## config.mk

```make
export PLATFORM = sky130hd
export DESIGN_NAME = cfg_stream_store
export DESIGN_NICKNAME = d
export VERILOG_FILES = /design/src/rtl/cfg_store_pkg.sv /design/src/rtl/cfg_cascade_ctl.sv /design/src/rtl/cfg_addr_seq.sv /design/src/rtl/cfg_data_path.sv /design/src/rtl/cfg_stream_store.sv
export SDC_FILE = /design/constraint.sdc
export NUM_CORES = 1
export LEC_CHECK = 0
export BUFFER_PORTS_ARGS = -buffer_cell sky130_fd_sc_hd__buf_4
export CORE_MARGIN = 2
export CORE_UTILIZATION = 55
export CTS_BUF_LIST = sky130_fd_sc_hd__clkbuf_8
export CTS_CLUSTER_DIAMETER = 100
export DETAILED_ROUTE_END_ITERATION = 10
export PLACE_DENSITY = 0.76
export SETUP_SLACK_MARGIN = 0.02
export SYNTH_ARGS = -nofsm -noshare
export SYNTH_HDL_FRONTEND = slang
export SYNTH_HIERARCHICAL = 1
export SYNTH_SLANG_ARGS = --single-unit
```

## constraint.sdc

```tcl
create_clock -name clk -period 7.1 [get_ports clk]
set_clock_uncertainty 0.2 [all_clocks]
set_input_delay 0.71 -clock clk [delete_from_list [all_inputs] [get_ports clk]]
set_output_delay 0.71 -clock clk [all_outputs]
set_load 0.03 [all_outputs]
```

## src/rtl/cfg_store_pkg.sv

```systemverilog
package cfg_store_pkg;

    typedef enum logic {
        MODE_SERIAL = 1'b0,
        MODE_BYTE   = 1'b1
    } out_mode_e;

    // Largest supported store, in bits.
    localparam int unsigned FULL_CAPACITY_BITS = 32'd16777216;

    typedef struct packed {
        logic [7:0] data;
        logic       drive;
    } out_bus_t;

    typedef struct packed {
        logic rst_act;
        logic step_en;
        logic drive;
    } ctl_t;

    // Deterministic stored content: (29*a + seed) mod 256.
    function automatic logic [7:0] pattern_byte(input int unsigned a, input logic [7:0] seed);
        return 8'(a * 32'd29 + 32'(seed));
    endfunction

endpackage

```

## src/rtl/cfg_cascade_ctl.sv

```systemverilog
module cfg_cascade_ctl
    import cfg_store_pkg::*;
#(
    parameter bit RST_ACTIVE_HIGH = 1'b1
) (
    input  logic rst_oe,
    input  logic ce_n,
    input  logic busy,
    input  logic past_tc,
    output ctl_t ctl,
    output logic ceo_n
);

    logic oe_on;
    logic ce_on;

    always_comb begin
        ctl.rst_act = RST_ACTIVE_HIGH ? rst_oe : ~rst_oe;
        oe_on       = ~ctl.rst_act;
        ce_on       = ~ce_n;
        ctl.drive   = ce_on & oe_on & ~past_tc;
        ctl.step_en = ce_on & oe_on & ~busy & ~past_tc;
        ceo_n       = ~(ce_on & oe_on & past_tc);
    end

endmodule

```

## src/rtl/cfg_addr_seq.sv

```systemverilog
module cfg_addr_seq
    import cfg_store_pkg::*;
#(
    parameter int        DEPTH    = 64,
    parameter out_mode_e OUT_MODE = MODE_SERIAL,
    localparam int       ADDR_W   = (DEPTH > 1) ? $clog2(DEPTH) : 1
) (
    input  logic              clk,
    input  logic              rst_act,
    input  logic              step_en,
    output logic [ADDR_W-1:0] addr,
    output logic [2:0]        bit_idx,
    output logic              past_tc
);

    localparam logic [ADDR_W-1:0] LAST_ADDR = ADDR_W'(DEPTH - 1);

    logic word_done;

    generate
        if (OUT_MODE == MODE_SERIAL) begin : g_serial
            logic [2:0] bit_q;
            always_ff @(posedge clk) begin
                if (rst_act) begin
                    bit_q <= 3'd0;
                end else if (step_en) begin
                    bit_q <= bit_q + 3'd1;
                end
            end
            assign bit_idx   = bit_q;
            assign word_done = (bit_q == 3'd7);
        end else begin : g_byte
            assign bit_idx   = 3'd0;
            assign word_done = 1'b1;
        end
    endgenerate

    always_ff @(posedge clk) begin
        if (rst_act) begin
            addr    <= '0;
            past_tc <= 1'b0;
        end else if (step_en && word_done) begin
            if (addr == LAST_ADDR) begin
                past_tc <= 1'b1;
            end else begin
                addr <= addr + 1'b1;
            end
        end
    end

endmodule

```

## src/rtl/cfg_data_path.sv

```systemverilog
module cfg_data_path
    import cfg_store_pkg::*;
#(
    parameter int          ADDR_W   = 6,
    parameter out_mode_e   OUT_MODE = MODE_SERIAL,
    parameter logic [7:0]  SEED     = 8'h5A
) (
    input  logic [ADDR_W-1:0] addr,
    input  logic [2:0]        bit_idx,
    input  logic              drive,
    output out_bus_t          bus
);

    logic [7:0] word_v;
    logic       sel_bit;

    always_comb begin
        word_v  = pattern_byte(32'(addr), SEED);
        sel_bit = word_v[3'd7 - bit_idx];
        bus.drive = drive;
        if (!drive) begin
            bus.data = 8'h00;
        end else if (OUT_MODE == MODE_BYTE) begin
            bus.data = word_v;
        end else begin
            bus.data = {7'b0, sel_bit};
        end
    end

endmodule

```

## src/rtl/cfg_stream_store.sv

```systemverilog
module cfg_stream_store
    import cfg_store_pkg::*;
#(
    parameter int         DEPTH           = 64,
    parameter out_mode_e  OUT_MODE        = MODE_SERIAL,
    parameter bit         RST_ACTIVE_HIGH = 1'b1,
    parameter logic [7:0] SEED            = 8'h5A
) (
    input  logic       clk,
    input  logic       rst_oe,
    input  logic       ce_n,
    input  logic       busy,
    output logic [7:0] dout,
    output logic       dout_en,
    output logic       ceo_n
);

    localparam int ADDR_W = (DEPTH > 1) ? $clog2(DEPTH) : 1;

    ctl_t              ctl;
    out_bus_t          bus;
    logic [ADDR_W-1:0] seq_addr;
    logic [2:0]        seq_bit;
    logic              seq_past;

    cfg_cascade_ctl #(
        .RST_ACTIVE_HIGH(RST_ACTIVE_HIGH)
    ) u_ctl (
        .rst_oe (rst_oe),
        .ce_n   (ce_n),
        .busy   (busy),
        .past_tc(seq_past),
        .ctl    (ctl),
        .ceo_n  (ceo_n)
    );

    cfg_addr_seq #(
        .DEPTH   (DEPTH),
        .OUT_MODE(OUT_MODE)
    ) u_seq (
        .clk    (clk),
        .rst_act(ctl.rst_act),
        .step_en(ctl.step_en),
        .addr   (seq_addr),
        .bit_idx(seq_bit),
        .past_tc(seq_past)
    );

    cfg_data_path #(
        .ADDR_W  (ADDR_W),
        .OUT_MODE(OUT_MODE),
        .SEED    (SEED)
    ) u_dp (
        .addr   (seq_addr),
        .bit_idx(seq_bit),
        .drive  (ctl.drive),
        .bus    (bus)
    );

    assign dout    = bus.data;
    assign dout_en = bus.drive;

endmodule

```

-- Word-level counts from Yosys, hierarchy flattened
Cells that the tools add are included.
Widths: inputs -> output; s select.
- bits of input ports: 4
- register bits: 10
- magnitude comparators: 1
- reductions and logical operators: 3
- eq/ne operators: 2
- $mul: 1
- $add $sub $neg: 4
- mux-type cells: 3
- bitwise logic cells: 11
- operators with widths (kind ; count):
    $add 8x7->8 const B ; 1
    $mul 6x5->8 const B ; 1
    $add 6x1->6 const B ; 1
    $eq 6x6->1 const B ; 1
    $not 1->1 ; 6
    $and 1x1->1 ; 5
    $lt 3x4->1 const B ; 1
    $reduce_and 2->1 ; 2
    $add 3x1->3 const B ; 1
    $bmux 1 s3 ; 1
    $eq 3x3->1 const B ; 1
    $sub 3x3->3 const A ; 1
    $mux 1 ; 2
    $logic_and 1x1->1 ; 1

-- Depth between registers and ports, before layout
Gate-level depths: netlist of the first run.
- depth in word-level cells: 6
- mapped depth: 13

-- Modules after synthesis
The synthesis of the first run kept the hierarchy.
- by module, submodules not included (module ; times used ; seq. area each (um^2) ; area each (um^2) ; cells each):
    cfg_data_path ; 1 ; 0.0 ; 623.1 ; 71
    cfg_addr_seq ; 1 ; 200.2 ; 513.0 ; 53
    cfg_cascade_ctl ; 1 ; 0.0 ; 27.5 ; 4

-- Least setup slack after synthesis of the first run
No wires, ideal clock.
- path type: register -> output
- start: register u_seq.addr[1]
- end: output dout[0]
- path slack: 2.420 ns
- data arrival time: 3.770 ns
- required time: 6.190 ns
- buffers on the path: 0
- stages on the path, launching flop included: 14
- cell sequence: dfxtp_1 > inv_1 > fa_1 > inv_1 > fa_1 > inv_1 > fa_1 > inv_1 > ha_1 > xor2_1 > mux4_2 > nand2_1 > nand3_1 > a21oi_1
- cells in the longest elaborated chain, start to end: 5
- ends and longest elaborated chain (element ; RTL line ; text):
    start, declared ; cfg_addr_seq.sv:11 ; output logic [ADDR_W-1:0] addr,
    start signal, assigned ; cfg_addr_seq.sv:46 ; addr <= addr + 1'b1;
    $mul 6x5->8 ; cfg_store_pkg.sv:24 ; return 8'(a * 32'd29 + 32'(seed));
    $add 8x7->8 ; cfg_store_pkg.sv:24 ;
    $bmux 1 s3 ; cfg_data_path.sv:19 ; sel_bit = word_v[3'd7 - bit_idx];
    $mux 1 (implied by the code) ; cfg_data_path.sv:19 ;
    $mux 1 ; cfg_data_path.sv:21 ; if (!drive) begin
    end, declared ; cfg_stream_store.sv:13 ; output logic [7:0] dout,
No other way between the ends. The select of a mux whose other input is x is not followed.

-- Final worst setup path of the first run
Ends and elaborated chain as after synthesis.

==> key figures, run 1 <==
Status
  – Status: completed

Timing
  – Fin crit share: 68.8%
  – Slew @ Worst Pin: 1.17 ns
  – Fmax: 205 MHz
  – TNS Setup: 0 ns
  – Slew Viols, Final: 0
  – Headroom to the max-slew limit: 21.3%
  – Final setup viols: 0
  – Min cycle time layout: 4.88 ns
  – RSZ-0062 raised after global routing: no
  – Final hold vios: 0

Placement
  – Placed cell area: 1170 um2
  – IO Port Bufs: 6
  – GP Congestion: 0.878
  – Dpl hpwl: 1.60 mm

Worst setup path
  – R2R Path Start: u_seq/past_tc
  – Most used cell, CP: inv_1
  – Worst setup EP type: output port
  – CP Data Required Time: 6.19 ns
  – CP bufs+invs: 5
  – Worst Reg2Reg Path Length in Cells: 4
  – Worst Setup Start Kind: flop
  – Crit-path max FO: 9
  – CP Data Arrival Time: 3.97 ns
  – Crit path kind: reg -> out
  – RR Endpoint: u_seq/addr[4]
  – Crit-path cells: inv_1 -> fa_1 -> inv_1 -> fa_1 -> inv_1 -> fa_1 -> inv_1 -> ha_1 -> xor2_1 -> mux4_2 -> nand2_1 -> nand3_1 -> a21oi_1 -> buf_4
  – Worst path max stage delay: 0.55 ns
  – Crit-path leading delay family: adder cells
  – Crit path max-delay cell type: fa_1
  – R2R setup slack: 4.84 ns

Routing
  – Via Count: 890
  – Met1 WL: 910 um
  – Post-route DRC violation count: 0
  – Wire length on met3: 52 um
  – WL final: 2.03 mm
  – Initial DRC count: 26
  – Routed length per instance: 12.7 um
  – TritonRoute pass-1 iters: 4
  – Final ANT Viol Nets: 0
  – Vias/cell: 5.60
  – Max Used Layer: met4
  – WL met2: 1.04 mm

Synthesis
  – Yosys warns: 6
  – Post-Syn Area: 1160 um2
  – Post-Synthesis Cells: 128
  – Number of synthesized flops with an enable pin: 0
  – Register area share after synthesis: 17.2%
  – #FFs+latches synth: 10
  – Synth Flop Type: dfxtp_1
  – Post-synthesis async set-or-reset flop share: 0%
  – Top post-synthesis cells by count: 16 x ha_1, 16 x inv_1, 10 x buf_4, 10 x dfxtp_1, 8 x nor2_1
  – Synth area leader: dfxtp_1
  – Synth unique cells: 40
  – Mean Syn Cell Area: 9.09 um2
  – Share of the synthesized area in the top cell type: 17.2%
  – Largest cells by area after synthesis: dfxtp_1 17%, ha_1 17%, fa_1 10%

Pwr
  – Worst vdd ir: 0.182 mV
  – Cell leakage power: 0.000540 uW
  – PwrDens: 115 nW/um2

Die
  – Boundary Pins: 14
  – FP Rows: 16
  – Die area: 2500 um2
  – Initial Utilization: 58.7%
  – Core Footprint: 1980 um2
  – Die Wd: 50.0 um
  – DIE HEIGHT: 50.0 um

Finish
  – Final net count: 159
  – Area growth from synthesis to layout: 5.59%
  – Share of layout cells above drive strength 1: 10.6%
  – Design Area, Final: 1230 um2
  – Diodes inserted: 0

Clocking
  – CTS Buf Count: 3
  – Clock Latency Late Sink: 0.23 ns
  – Post-cts gate resize count: 0
  – CTS Root Cell: clkbuf_8
  – Worst-path clk slew: 0.05 ns
  – Setup bufs post-CTS: 0
  – Hold-fix buffers, CTS: 0
  – CTS tree: built
  – CTS Sinks: 10
  – Maximum level of the CTS H-tree: 1
  – Max Buffers Root-to-Sink: 2

GRT
  – Antenna violations before repair: 0
  – Total gr overflow: 0
  – Global Route Usage Sum: 19.4%
  – Vias in the first global route: 885
  – First-pass GRT wire length: 3.78 mm
  – Largest net degree at the start of global routing: 15

Flow run
  – Max_cap viols: 0

Min path
  – Hold Path Origin: u_seq/past_tc
  – Hold depth: 2
  – Hold Path End: u_seq/past_tc
  – Hold Path Class: reg -> reg
## worst min-delay path, stage by stage (launching register included)
cell     delay, ns
dfxtp_1       0.35
a41oi_1       0.05
nor2_1        0.07
## layer usage
layer,up-vias,GRT usage (%)
met5,-,0
met2,20,35.7
met1,426,23.3
li1,442,-
met3,2,1.82
met4,0,5.56
## placed cells by master (no fill, tap or decap), types with 3 or more instances in the layout
cell and n:
ha_1 16, conb_1 7, nor2_1 8, nand3_1 3, inv_1 16, nor4b_1 3
a21oi_1 5, dfxtp_1 10, mux2i_1 4, fa_1 6, buf_4 6, xnor2_1 7
clkbuf_8 4, nand2_1 3
## cell families after synthesis
kind of cell,share of synthesized area [%]
AND/OR/NAND/NOR,19.5
buffers and inverters,13.0
adder cells (fa/ha/maj),27.5
AO/OA/AOI/OAI,10.3
flip-flops,17.2
XOR/XNOR,6.77
multiplexers,5.38
other,0.322
## sequential cells by signal, summed over array words and instances (netlist names)
register	flops
u_seq/past_tc	1
u_seq/bit_idx	3
u_seq/addr	6
## layout make-up
cell class                      count  area (um2)
Clock buffer                        4        55.1
Fill cell                         168         753
Inverter                           16        60.1
Multi-Input combinational cell     96         835
Sequential cell                    10         200
Tap cell                           27        33.8
Timing Repair Buffer                6        45.0
## worst max-delay path by stage
stage / start / endpoint / slack, ns / cells after the start
after floorplan: u_seq/addr[1] / dout[0] / 2.42 / 13
after global placement: u_seq/addr[1] / dout[0] / 2.50 / 14
after detailed placement: u_seq/addr[1] / dout[0] / 2.44 / 14
after CTS: u_seq/addr[1] / dout[0] / 2.19 / 14
after global routing: u_seq/addr[2] / dout[0] / 1.90 / 14
final: u_seq/addr[1] / dout[0] / 2.22 / 14
## metrics by stage
step                total power [uW]  worst slack (ns)  hold WS (ns)  instances  util [%]
global placement                71.7              2.50         0.322        155      59.2
finish                           141              2.22         0.318        159      62.0
global route                     146              1.90         0.365        159      62.0
floorplan                       73.7              2.42         0.278        134         -
detailed placement              71.8              2.44         0.312        155      59.2
CTS                              142              2.19         0.330        159      62.0
## where the power goes
group	total, uW	internal [uW]	switching, uW
sequential	57.7	56.7	1.09
clock	70.6	48.7	21.9
combinational	13.0	4.10	8.92
total	141	109	31.9
No activity file was read; power rests on OpenSTA's default activity.
==> run 2, diff against run 1 <==
clock period = 4.9 ns   (was 7.1 ns; I/O delays follow)
==> run 2 against run 1 <==
  * Sequential share of layout area grew 0.17 points
  * Count of clock-buffer cells in the layout down 1
  * Total power rose by 31%
  * Worst setup slack lost 1.9 ns
  * Non-clock buffer count grew 1
  * Largest cell class unchanged
==> key figures, run 2 (same netlist as run 1, synthesis figures left out) <==
Status
  – Status: completed

Clocking
  – Clock Latency Late Sink: 0.23 ns
  – CTS Buf Count: 3
  – CTS tree: built
  – Worst-path clk slew: 0.04 ns
  – CTS Sinks: 10
  – Maximum level of the CTS H-tree: 1
  – CTS Root Cell: clkbuf_8
  – Max Buffers Root-to-Sink: 2

Timing
  – RSZ-0062 raised after global routing: no
  – Slew Viols, Final: 0
  – Final setup viols: 0
  – Slew @ Worst Pin: 1.15 ns
  – Final worst-path setup slack: 0.302 ns
  – Final hold vios: 0
  – Min cycle time layout: 4.60 ns
  – Headroom to the max-slew limit: 22.7%
  – Fmax: 217 MHz
  – Fin crit share: 93.8%
  – TNS Setup: 0 ns
  – Worst hold margin: 0.333 ns

Routing
  – WL final: 2.07 mm
  – Final ANT Viol Nets: 0
  – Routed length per instance: 13.0 um
  – Via Count: 901
  – TritonRoute pass-1 iters: 4
  – Vias/cell: 5.67
  – Initial DRC count: 12
  – Post-route DRC violation count: 0

GRT
  – Total gr overflow: 0
  – Antenna violations before repair: 0
  – Vias in the first global route: 880
  – First-pass GRT wire length: 3.67 mm
  – Global Route Usage Sum: 19.2%
  – Largest net degree at the start of global routing: 15

Placement
  – IO Port Bufs: 6
  – Place WS: 0.440 ns
  – GP Congestion: 0.836
  – Dpl hpwl: 1.64 mm
  – Placed insts: 156

Finish
  – Multi-input gate area: 835 um2
  – Largest register by flop count: u_seq/addr
  – Final cell count without fillers: 159
  – Sequential cell area: 201 um2
  – Max reg flops: 6
  – Area growth from synthesis to layout: 5.16%
  – Filler instances: 170
  – Final net count: 160
  – Most frequent cells in the layout: 16 x inv_1, 16 x ha_1, 9 x dfxtp_1
  – Final Util: 61.7%
  – Share of layout cells above drive strength 1: 11.4%
  – Diodes inserted: 0

Pwr
  – Worst vdd ir: 0.158 mV
  – Cell leakage power: 0.000539 uW
  – PwrDens: 152 nW/um2

Worst setup path
  – R2R setup slack: 2.63 ns
  – Worst Setup Start Kind: flop
  – Worst setup EP type: output port
  – CP Data Required Time: 4.21 ns
  – Crit path kind: reg -> out
  – CP Data Arrival Time: 3.91 ns
  – Crit-path max FO: 8

Min path
  – Hold Path Class: in -> reg

Die
  – Die area: 2500 um2
  – Boundary Pins: 14
  – Core Footprint: 1980 um2
  – FP Rows: 16
  – Die Wd: 50.0 um
  – Initial Utilization: 58.7%
  – DIE HEIGHT: 50.0 um

Flow run
  – Max_cap viols: 0
run 2: cell count changes in the layout (fill, tap and decap cells not counted):
cell,before,now
buf_4,6,7
clkbuf_8,4,3
dfxtp_1,10,9
dfxtp_2,0,1
run 2: stage by stage:
step	power [uW]	instance area, um2
final	186	1220
after global routing	194	1220
after CTS	188	1220
after detailed placement	104	1180
after global placement	104	1180
after floorplan	107	1190
run 2: layer usage:
metal  share of wire, %  global-route usage (%)
met4                2.0                    9.72
met2                 50                    32.9
met5                  0                       0
met1                 45                    23.0
met3                2.9                    2.73
run 2: cell type report:
type                       instances  share of cell area [%]
multi-input combinational         96                    68.2
inverter                          16                    4.91
clock buffer                       3                    3.37
tap                               27                    2.76
sequential                        10                    16.5
timing repair buffer               7                    4.29
run 2: power breakdown:
group          switching, uW  leakage (uW)  internal [uW]  total, uW
clock network           29.2     0.0000216           53.5       82.8
registers               1.55     0.0000812           82.3       83.8
logic                   13.0      0.000436           5.94       19.0
total                   43.8      0.000539            142        186
run 2: worst paths after layout:
kind | startpoint | end | cells past startpoint
max reg2reg | u_seq/past_tc | u_seq/addr[5] | 4
min | rst_oe | u_seq/addr[3] | 2
max | u_seq/addr[3] | dout[0] | 14
min reg2reg | u_seq/past_tc | u_seq/past_tc | 2
run 2: what timing repair did:
item,in CTS,in global routing
setup buffers,0,0
hold buffers,0,0
resized for setup,0,1
setup endpoints to repair,0,1
run 2: critical path: stages, from the launching register on:
cell and delay (ns):
dfxtp_1 0.49, inv_1 0.12, fa_1 0.49, inv_1 0.05, fa_1 0.49, inv_1 0.05, fa_1 0.53, inv_1 0.04
ha_1 0.33, xor2_1 0.17, mux4_2 0.46, nand2_1 0.09, nand3_1 0.07, a21oi_1 0.13, buf_4 0.17
==> run 3, diff against run 2 <==
ABC_AREA = 1   (was not set)
CELL_PAD_IN_SITES_DETAIL_PLACEMENT = 1   (was not set)
CELL_PAD_IN_SITES_GLOBAL_PLACEMENT = 1   (was not set)
CORE_UTILIZATION = 30   (was 55)
PLACE_DENSITY = not set   (was 0.76)
PLACE_DENSITY_LB_ADDON = 0.1   (was not set)
==> run 3 against run 2 <==
  * Global-route usage is 5.5 points lower
  * Synthesized cell count is 41% higher
  * Sequential power is 0.8% higher
  * Die area is 84% higher
  * Final cell count is 50% higher
  * Maximum frequency is 1.8% higher
  * Area after synthesis is 4.8% higher
  * Sequential cell count stayed put
  * Final area is 10% higher
  * Sequential share of layout area is 1.5 points lower
  * Critical path depth is 4 higher
  * Highest routed layer is now met3
==> key figures, run 3 <==
GRT
  – First-pass GRT wire length: 4.72 mm
  – Vias in the first global route: 1,098
  – Largest net degree at the start of global routing: 11
  – Total gr overflow: 0
  – Global Route Usage Sum: 13.6%
  – Antenna violations before repair: 0

Worst setup path
  – Crit path from: u_seq/addr[2]
  – R2R Path Start: u_seq/addr[0]
  – Crit-path cells: inv_1 -> fa_1 -> inv_1 -> fa_1 -> inv_1 -> fa_1 -> inv_1 -> ha_1 -> nand2_1 -> nand2_1 -> a21oi_1 -> nand3_1 -> nand3_1 -> nand2_1 -> nand2_1 -> nand2_1 -> a21oi_2 -> buf_4
  – Most used cell, CP: nand2_1
  – WP depth: 18
  – CP Data Required Time: 4.21 ns
  – RR Endpoint: u_seq/addr[3]
  – CP Data Arrival Time: 3.83 ns
  – Worst Setup Start Kind: flop
  – Crit path max-delay cell type: fa_1
  – Worst setup EP type: output port
  – Crit path kind: reg -> out
  – CP bufs+invs: 5
  – Worst Reg2Reg Path Length in Cells: 7
  – Worst path max stage delay: 0.54 ns
  – Critical Path Sink: dout[0]
  – Crit-path max FO: 7
  – Crit-path leading delay family: adder cells
  – R2R setup slack: 3.31 ns

Synthesis
  – Mean Syn Cell Area: 6.74 um2
  – Synth Flop Type: dfxtp_1
  – Post-synthesis async set-or-reset flop share: 0%
  – Number of synthesized flops with an enable pin: 0
  – Synth unique cells: 23
  – Post-Syn Area: 1220 um2
  – Share of the synthesized area in the top cell type: 16.4%
  – #FFs+latches synth: 10
  – Register area share after synthesis: 16.4%
  – Top post-synthesis cells by count: 39 x nand2_1, 38 x inv_1, 16 x ha_1, 16 x nor2_1, 10 x dfxtp_1
  – Yosys warns: 6
  – Count leader, synth: nand2_1
  – Post-Synthesis Cells: 181
  – Synth area leader: dfxtp_1
  – Largest cells by area after synthesis: dfxtp_1 16%, ha_1 16%, nand2_1 12%

Clocking
  – Maximum level of the CTS H-tree: 1
  – Clock Latency Late Sink: 0.23 ns
  – Setup bufs post-CTS: 0
  – CTS tree: built
  – Worst-path clk slew: 0.05 ns
  – CTS Root Cell: clkbuf_8
  – CTS Sinks: 10
  – CTS Buf Count: 3
  – Max Buffers Root-to-Sink: 2

Timing
  – Final worst-path setup slack: 0.381 ns
  – Fin crit share: 92.2%
  – Final hold vios: 0
  – Min cycle time layout: 4.52 ns
  – TNS Setup: 0 ns
  – Slew Viols, Final: 0
  – Final setup viols: 0
  – RSZ-0062 raised after global routing: no
  – Fmax: 221 MHz

Pwr
  – PwrDens: 157 nW/um2
  – Cell leakage power: 0.000702 uW
  – Worst vdd ir: 0.140 mV

Routing
  – Post-route DRC violation count: 0
  – TritonRoute pass-1 iters: 2
  – Initial DRC count: 21
  – Via Count: 1,058
  – WL final: 2.64 mm
  – Vias/cell: 4.43
  – Routed length per instance: 11.1 um
  – Final ANT Viol Nets: 0

Min path
  – Hold depth: 2
  – Hold Path Class: in -> reg

Status
  – Status: completed

Die
  – DIE HEIGHT: 67.8 um
  – FP Rows: 23
  – Initial Utilization: 30.9%
  – Boundary Pins: 14
  – Die area: 4590 um2
  – Die Wd: 67.8 um
  – Core Footprint: 3940 um2

Placement
  – Place WS: 0.485 ns
  – Placed insts: 235
  – GP Congestion: 0.752
  – Dpl hpwl: 2.30 mm
  – IO Port Bufs: 6

Finish
  – Diodes inserted: 0
  – Largest register by flop count: u_seq/addr
  – Max reg flops: 6
  – Area growth from synthesis to layout: 10.4%
  – Share of layout cells above drive strength 1: 14.8%
  – Final net count: 216
  – Most frequent cells in the layout: 39 x nand2_1, 38 x inv_1, 16 x nor2_1, 16 x ha_1
  – Final cell count without fillers: 239
  – Commonest non-fill, non-tap cell in the layout: nand2_1
  – Final Util: 34.1%

Flow run
  – Max_cap viols: 0
==> run 3: power breakdown <==
group / switching, uW / total [uW] / internal [uW]
Clock: 31.9 / 103 / 70.6
Combinational: 17.6 / 24.2 / 6.65
Sequential: 1.62 / 84.5 / 82.9
==> run 3: area by class of cell <==
type                            instances  area, um2
Clock buffer                            4       55.1
Inverter                               41        154
Fill cell                             505       2600
Timing Repair Buffer                    7       52.6
Sequential cell                        10        201
Tap cell                               50       62.6
Multi-Input combinational cell        127        821
==> run 3: worst reg2reg max path: stages (launching register included) <==
cell	delay [ns]
dfxtp_1	0.50
ha_1	0.25
nand2_2	0.09
nor2_4	0.13
nand2_2	0.10
nand2_2	0.08
nand2_1	0.06
a21oi_2	0.12
==> run 3: worst min path at each step <==
stage	from	endpoint	slack (ns)
5_1_grt	rst_oe	u_seq/addr[3]	0.23
2_1_floorplan	u_seq/past_tc	u_seq/past_tc	0.26
3_5_place_dp	u_seq/past_tc	u_seq/past_tc	0.29
3_3_place_gp	u_seq/past_tc	u_seq/past_tc	0.28
6_report	rst_oe	u_seq/addr[3]	0.24
4_1_cts	rst_oe	u_seq/addr[3]	0.23
==> run 3: metal layers <==
metal	vias to the layer above	routed length, um	GRT usage, %
li1	557	-	-
met1	499	1240	16.1
met2	2	1390	25.4
met3	0	15	1.00
met4	0	0	5.25
met5	-	0	0
==> run 3: kinds of logic (layout without fill, tap and decap cells) <==
| logic type | Yosys count | count (layout) | synth area share, % |
|---|---|---|---|
| and+or+nand+nor | 75 | 75 | 26.7 |
| buffers and inverters | 50 | 52 | 18.2 |
| adders and majority gates | 22 | 22 | 26.3 |
| AOI/OAI and AO/OA | 20 | 20 | 10.1 |
| DFF | 10 | 10 | 16.4 |
| xor gates and xnor gates | 3 | 3 | 2.15 |
| other | 1 | 7 | 0.307 |
==> run 3: metrics by stage <==
stage	area, um2	hold slack (ns)	power [uW]
after floorplan	1240	0.263	109
after CTS	1350	0.234	217
final	1350	0.244	211
after global routing	1350	0.235	226
after detailed placement	1290	0.288	111
after global placement	1290	0.281	110
==> run 3: repair_timing <==
action                     4_1_cts  5_1_grt
hold buffers                     0        0
setup endpoints to repair        0        1
resized for setup                0        1
